<file path="src/rtl/regwin_ctrl.sv">
module regwin_ctrl #(
  parameter int NWIN = 8,
  localparam int CW = $clog2(NWIN)
) (
  input  logic          clk,
  input  logic          rst_n,
  input  logic          op_valid,
  input  logic [1:0]    op_kind,
  input  logic [1:0]    tgt_lo,
  input  logic [5:0]    wstate,
  input  logic [CW-1:0] cleanwin,
  input  logic [CW-1:0] otherwin,
  output logic [CW-1:0] cwp,
  output logic [CW-1:0] cansave,
  output logic [CW-1:0] canrestore,
  output logic          rd_we,
  output logic          trap_req,
  output logic [2:0]    trap_kind,
  output logic          trap_other,
  output logic [2:0]    trap_vec
);
  localparam logic [2:0] K_NONE  = 3'd0;
  localparam logic [2:0] K_SPILL = 3'd1;
  localparam logic [2:0] K_FILL  = 3'd2;
  localparam logic [2:0] K_CLEAN = 3'd3;
  localparam logic [2:0] K_ALIGN = 3'd4;
  localparam logic [CW:0] NW = (CW+1)'(NWIN);

  logic is_save, is_back, misal;
  assign is_save = op_valid && (op_kind == 2'b01);
  assign is_back = op_valid && op_kind[1];
  assign misal   = is_back && op_kind[0] && (tgt_lo != 2'b00);

  logic [CW:0] up1, up2;
  logic [CW-1:0] cwp_p1, cwp_p2, cwp_m1;
  assign up1    = {1'b0, cwp} + (CW+1)'(1);
  assign up2    = {1'b0, cwp} + (CW+1)'(2);
  assign cwp_p1 = (up1 >= NW) ? CW'(up1 - NW) : CW'(up1);
  assign cwp_p2 = (up2 >= NW) ? CW'(up2 - NW) : CW'(up2);
  assign cwp_m1 = (cwp == '0) ? CW'(NWIN - 1) : cwp - CW'(1);

  logic       sel_other;
  logic [2:0] sel_vec;
  assign sel_other = (otherwin != '0);
  assign sel_vec   = sel_other ? wstate[5:3] : wstate[2:0];

  always_ff @(posedge clk) begin
    if (!rst_n) begin
      cwp        <= '0;
      cansave    <= CW'(NWIN - 2);
      canrestore <= '0;
      rd_we      <= 1'b0;
      trap_req   <= 1'b0;
      trap_kind  <= K_NONE;
      trap_other <= 1'b0;
      trap_vec   <= 3'd0;
    end else begin
      rd_we      <= 1'b0;
      trap_req   <= 1'b0;
      trap_kind  <= K_NONE;
      trap_other <= 1'b0;
      trap_vec   <= 3'd0;
      if (is_save) begin
        if (cansave == '0) begin
          cwp        <= cwp_p2;
          trap_req   <= 1'b1;
          trap_kind  <= K_SPILL;
          trap_other <= sel_other;
          trap_vec   <= sel_vec;
        end else if (cleanwin == canrestore) begin
          cwp       <= cwp_p1;
          trap_req  <= 1'b1;
          trap_kind <= K_CLEAN;
        end else begin
          cwp        <= cwp_p1;
          cansave    <= cansave - CW'(1);
          canrestore <= canrestore + CW'(1);
          rd_we      <= 1'b1;
        end
      end else if (misal) begin
        trap_req  <= 1'b1;
        trap_kind <= K_ALIGN;
      end else if (is_back) begin
        cwp <= cwp_m1;
        if (canrestore == '0) begin
          trap_req   <= 1'b1;
          trap_kind  <= K_FILL;
          trap_other <= sel_other;
          trap_vec   <= sel_vec;
        end else begin
          cansave    <= cansave + CW'(1);
          canrestore <= canrestore - CW'(1);
          rd_we      <= 1'b1;
        end
      end
    end
  end

  p_idle_quiet_r2: assert property (@(posedge clk) disable iff (!rst_n)
    (!op_valid || op_kind == 2'b00) |=> (!trap_req && !rd_we && $stable(cwp)));
  p_save_ok_r3: assert property (@(posedge clk) disable iff (!rst_n)
    (is_save && cansave != '0 && cleanwin != canrestore)
      |=> (rd_we && cansave == $past(cansave) - CW'(1)));
  p_spill_first_r4: assert property (@(posedge clk) disable iff (!rst_n)
    (is_save && cansave == '0) |=> (trap_req && trap_kind == K_SPILL && cansave == '0));
  p_clean_r5: assert property (@(posedge clk) disable iff (!rst_n)
    (is_save && cansave != '0 && cleanwin == canrestore)
      |=> (trap_kind == K_CLEAN && canrestore == $past(canrestore)));
  p_balance_r6: assert property (@(posedge clk) disable iff (!rst_n)
    ({1'b0, cansave} + {1'b0, canrestore}) == (CW+1)'(NWIN - 2));
  p_fill_moves_r7: assert property (@(posedge clk) disable iff (!rst_n)
    (is_back && !misal && canrestore == '0)
      |=> (trap_kind == K_FILL && cwp != $past(cwp) && canrestore == '0));
  p_align_hold_r9: assert property (@(posedge clk) disable iff (!rst_n)
    misal |=> (trap_kind == K_ALIGN && cwp == $past(cwp) && cansave == $past(cansave)));
  p_no_we_on_trap_r10: assert property (@(posedge clk) disable iff (!rst_n)
    (trap_req == (trap_kind != K_NONE)) && !(rd_we && trap_req));
endmodule

</file>
<file path="config.mk">
export PLATFORM = sky130hd
export DESIGN_NAME = regwin_ctrl
export DESIGN_NICKNAME = d
export VERILOG_FILES = /design/src/rtl/regwin_ctrl.sv
export SDC_FILE = /design/constraint.sdc
export NUM_CORES = 1
export LEC_CHECK = 0
export BUFFER_PORTS_ARGS = -buffer_cell sky130_fd_sc_hd__buf_2
export CORE_ASPECT_RATIO = 1.4
export CORE_MARGIN = 2
export CORE_UTILIZATION = 36
export CTS_BUF_LIST = sky130_fd_sc_hd__clkbuf_8
export DETAILED_ROUTE_END_ITERATION = 8
export GPL_ROUTABILITY_DRIVEN = 0
export MAX_ROUTING_LAYER = met4
export PLACE_DENSITY_LB_ADDON = 0.25
export SYNTH_ARGS = -nofsm -noshare
export SYNTH_HDL_FRONTEND = slang
export SYNTH_SLANG_ARGS = --single-unit
</file>
<file path="constraint.sdc">
create_clock -name clk -period 1.5 [get_ports clk]
set_input_delay 0 -clock clk [delete_from_list [all_inputs] [get_ports clk]]
set_output_delay 0 -clock clk [all_outputs]
set_load 0.01 [all_outputs]
</file>
## After elaboration in Yosys (flattened, before gate mapping)

Cells that the tools add are included.

- Output and inout port bits: 18
- Word-level logic and storage cells: 85
- Flip-flop bits (word level): 18
- Bits of input ports: 19

- Multiplexer cells: 48
- Equal/unequal tests: 6
- Magnitude comparators: 2
- Add/sub/neg operators: 9
- Reduce and logical (&&, ||, !) cells: 12

Operators with widths:

| kind | count |
|---|---|
| 2-to-1 mux 3 bit | 27 |
| 2-to-1 mux 1 bit | 17 |
| subtractor 3 x 1 -> 3 bit, second input constant | 5 |
| zero test 3 bit | 3 |
| >= comparator 4 bit, second input constant | 2 |
| 2-to-1 mux 2 bit | 4 |
| inequality test 2 bit, second input constant | 4 |
| adder 3 x 1 -> 3 bit, second input constant | 2 |
| AND reduction 5 bit | 1 |
| adder 3 x 1 -> 4 bit, second input constant | 1 |
| adder 3 x 2 -> 4 bit, second input constant | 1 |
| logical AND 1 bit | 4 |
| nonzero test 2 bit | 2 |
| == test 3 bit | 1 |
| nonzero test 3 bit | 1 |
| == test 2 x 1 -> 1 bit, second input constant | 1 |
| AND reduction 2 bit | 1 |

## Depth between registers and ports, before layout

- Word-level depth: 6
- Mapped depth: 6
- Mapped depth without buffers: 6

## Worst setup path after synthesis

No wires, ideal clock.

- Path kind: flip-flop to flip-flop
- Start point: register cansave[0]
- End point: register cansave[2]
- Data arrival time: 1500 ps
- Cell stages (with the launch flop): 6
- Period minus slack after synthesis: 1624 ps
- Setup time: 123 ps
- Slack: -124 ps
- Path buffers: 0
- Data required time: 1377 ps
- Cells stage by stage: dfxtp_1 -> inv_1 -> fa_1 -> xnor2_1 -> nor4_2 -> mux2_1

- Longest elaborated chain between the ends: 5
- Elaborated cells on any way between the ends: 11
- Those cells by class: add/sub (2); eq/ne (1); mux (6); reduce/logical (2)

RTL lines:

| item | RTL line | text |
|---|---|---|
| start, declared | 14 | `output logic [CW-1:0] cansave,` |
| start signal, assigned | 50 | `cansave <= CW'(NWIN - 2);` |
| start signal, assigned | 76 | `cansave <= cansave - CW'(1);` |
| start signal, assigned | 91 | `cansave <= cansave + CW'(1);` |
| adder 3 x 1 -> 3 bit | 91 |  |
| 2-to-1 mux 3 bit | 85 | `if (canrestore == '0) begin` |
| 2-to-1 mux 3 bit | 83 | `end else if (is_back) begin` |
| 2-to-1 mux 3 bit | 80 | `end else if (misal) begin` |
| 2-to-1 mux 3 bit | 63 | `if (is_save) begin` |

Several ways; a longest one is shown, not always the timed one. The select of a mux whose other input is x is not followed.
A chain may end at the register's enable or synchronous reset.

## Final worst setup path

- Start point: register canrestore[1]
- End point: register cansave[1]

- Longest elaborated chain between the ends: 3
- Elaborated cells on any way between the ends: 5
- Those cells by class: eq/ne (3); reduce/logical (2)

RTL lines:

| item | RTL line | text |
|---|---|---|
| start, declared | 15 | `output logic [CW-1:0] canrestore,` |
| start signal, assigned | 77 | `canrestore <= canrestore + CW'(1);` |
| start signal, assigned | 92 | `canrestore <= canrestore - CW'(1);` |
| == test 3 bit / zero test 3 bit (equally long branches) | 70, 85 |  |
| inequality test 2 bit (no line) | - |  |
| AND reduction 5 bit (no line) (*) | - |  |

Every way passes the cells marked *; elsewhere a longest branch is shown, timed or not.

==> reports/results.ini <==
[timing]
slew_viol_final=0
fin_ws_ns=-0.0630
setup_violations=5
worst_slew_pin_slew_ns=0.380
finalHoldViolCount=1
skew_ns=0.00424
whs_ns=-0.00346
period_needed_ns=1.56
max_freq_ghz=0.640
finalCritPeriodShare=1.04
slew_headroom=0.745
rsz0062_at_grt=true

[synthesis]
synthFlopType=dfxtp_1
syn_area_um2=1020
synthCells=107
ys_seq_area_frac=0.353
syn_area_per_cell_um2=9.54
yosys_warnings=0
synth-edff-count=0
synth.distinct_cells=41
ys_async_sr_fraction=0
syn-num-nets=131
ys_ff_latch=18

[finish]
design_area_um2=1550
area_growth_syn_to_layout_pct=52.2
fin_nets=192
drive_gt1_frac=0.521
finalNonFillerCells=203
n_antenna_cell=0

[grt]
antenna_found_initial=0
grtUsageTotal=0.174
overflow=0
grt_pass1_vias=1001
grt_pass1_wl_um=4190
grt_max_degree=17

[setup_path]
path_class=flip-flop to flip-flop
crit_path_end_kind=flip-flop
worstPathRequired_ns=1.64
startpoint_type=flip-flop
crit_family=simple AND/OR/NAND/NOR gates
cp_cell_sequence=buf_6, or4b_4, nand3b_4, nor3_4, mux2_4
worstPathArrival_ns=1.70
crit_fanout=4
slowest_stage=or4b_4
path_buf_inv=1
slowest_delay_ns=0.50

[clocking]
clk_path_buf_depth=2
clk_pin_slew_ns=0.07
root_buffer=clkbuf_8
cts_tree=done
cts_max_level=1
clock_sinks=18
clkLatencyLatePin_ns=0.25
numCtsBuffers=3

[die]
start_util=0.382
core_area_um2=2670
num_rows=22
die_h_um=67.0
die_w_um=49.0
die-area_um2=3280
io_pins=37

[power_and_ir_drop]
power_density_nw_per_um2=864
power.internal_mw=0.957
p_sw_mw=0.386
netSwitchingFraction=0.288
p_comb_frac=0.299
power_frac_clock=0.294
power.total_mw=1.34
max-vdd-ir-drop_mv=0.604
p_leak_nw=0.735
sequentialPowerShare=0.407

[place]
port_buffers=36
post_dp_cell_area_um2=1400
placed_cells=196
hpwl_um=1990
detailedPlace.worstSlack_ns=-0.0993

[routing]
wl_met3_um=102
wl_met2_um=1410
vias=996
post-route-drc-count=0
routed.top_layer=met4
first_pass_iters=4
drtIter0Drc=8
wl_met1_um=937
viasPerCell=4.91
antenna_left=0
drt-total-wl_um=2550
routedWlPerCell_um=12.5

[worst_hold_path]
hp-class=input port to flip-flop

[outcome]
status=complete, but fails checks
violations=negative hold slack, negative setup slack

[flow_run]
maxCapViolCount=0

==> through the flow <==
stage,utilization,setup TNS (ns),hold WS (ns)
after floorplan,-,-0.0847,0.144
after global placement,0.525,-0.368,0.233
after detailed placement,0.525,-0.641,0.249
after CTS,0.570,-0.207,0.00134
after global routing,0.582,-0.423,0.00881
final,0.582,-0.175,-0.00346
==> worst paths after layout <==
path                               from                 endpoint  slack [ns]  cells after the start
min reg2reg         cwp[2]$_SDFFE_PN0P_      cwp[2]$_SDFFE_PN0P_        0.52                      2
max          canrestore[1]$_SDFFE_PN0P_  cansave[1]$_SDFFE_PN1P_       -0.06                      5
max reg2reg  canrestore[1]$_SDFFE_PN0P_  cansave[1]$_SDFFE_PN1P_       -0.06                      5
min                           wstate[5]   trap_vec[2]$_SDFF_PN0_      -0.003                      3
==> cells in the mapped netlist, types with 2 or more instances <==
library cell / count / area share
a21oi_1: 2 / 0.0098
and2_1: 2 / 0.012
dfxtp_1: 18 / 0.35
fa_1: 2 / 0.039
ha_1: 3 / 0.037
inv_1: 6 / 0.022
mux2i_1: 8 / 0.078
nand2_1: 13 / 0.048
nand2b_1: 3 / 0.018
nor2_1: 9 / 0.033
nor3_1: 4 / 0.020
o21ai_0: 4 / 0.020
or3_1: 2 / 0.012
xnor2_1: 2 / 0.017
xor2_1: 3 / 0.026
==> layer usage <==
metal	vias up	track usage
li1	492	-
met1	461	0.158
met4	0	0.121
met5	-	-
met2	33	0.341
met3	10	0.0157
==> placed cells by master (no fill, tap or decap), types with 2 or more instances in the layout <==
| cell type | n |
|---|---|
| dfxtp_4 | 2 |
| nand2b_1 | 3 |
| nor2_4 | 2 |
| nor3_1 | 3 |
| xor2_2 | 2 |
| buf_2 | 36 |
| xnor2_1 | 2 |
| mux2i_1 | 8 |
| o21ai_0 | 3 |
| a21oi_1 | 2 |
| clkbuf_8 | 4 |
| inv_1 | 5 |
| nor2_1 | 9 |
| dfxtp_1 | 13 |
| nand3b_4 | 2 |
| buf_4 | 19 |
| nor4_2 | 2 |
| dlygate4sd3_1 | 3 |
| ha_1 | 3 |
| dfxtp_2 | 3 |
| nand2_1 | 13 |
| fa_2 | 2 |
==> final cells by class <==
class / count / area, um2
fillers: 269 / 1120
multi-input cells: 80 / 696
flip-flops and latches: 18 / 372
repair buffers: 59 / 364
clock buffers: 4 / 55.1
well taps: 36 / 45.0
inverters: 6 / 22.5
==> worst reg2reg max path, stage by stage, from the launching register on <==
cell and delay [ns]:
dfxtp_2 0.34, buf_6 0.11, or4b_4 0.50, nand3b_4 0.12, nor3_4 0.07, mux2_4 0.30
==> flip-flops by register name, indices dropped and copies added, names as in the netlist <==
signal      flops
rd_we           1
canrestore      3
cansave         3
trap_vec        3
trap_req        1
cwp             3
trap_kind       3
trap_other      1
==> power groups by stage <==
stage / sequential [mW] / clock, mW / combinational, mW
6_report: 0.547 / 0.395 / 0.401
3_3_place_gp: 0.549 / 0 / 0.360
3_5_place_dp: 0.552 / 0 / 0.368
5_1_grt: 0.552 / 0.428 / 0.441
4_1_cts: 0.547 / 0.405 / 0.387
2_1_floorplan: 0.574 / 0 / 0.184
==> logic make-up after synthesis <==
logic type / after synthesis / synth area share
multiplexers: 10 / 0.104
buffers and inverters: 9 / 0.0380
XOR/XNOR: 5 / 0.0429
AO/OA/AOI/OAI: 14 / 0.102
AND/OR/NAND/NOR: 46 / 0.284
flip-flops: 18 / 0.353
adder cells (fa/ha/maj): 5 / 0.0760
==> repair_timing <==
action	4_1_cts	5_1_grt
resized for setup	9	6
pin swaps	2	3
hold endpoints to repair	2	0
setup buffers	0	0
endpoints found under the setup margin	11	12
gates cloned	0	0
hold buffers	3	0
Note: power is estimated with default switching activity, not from simulation.
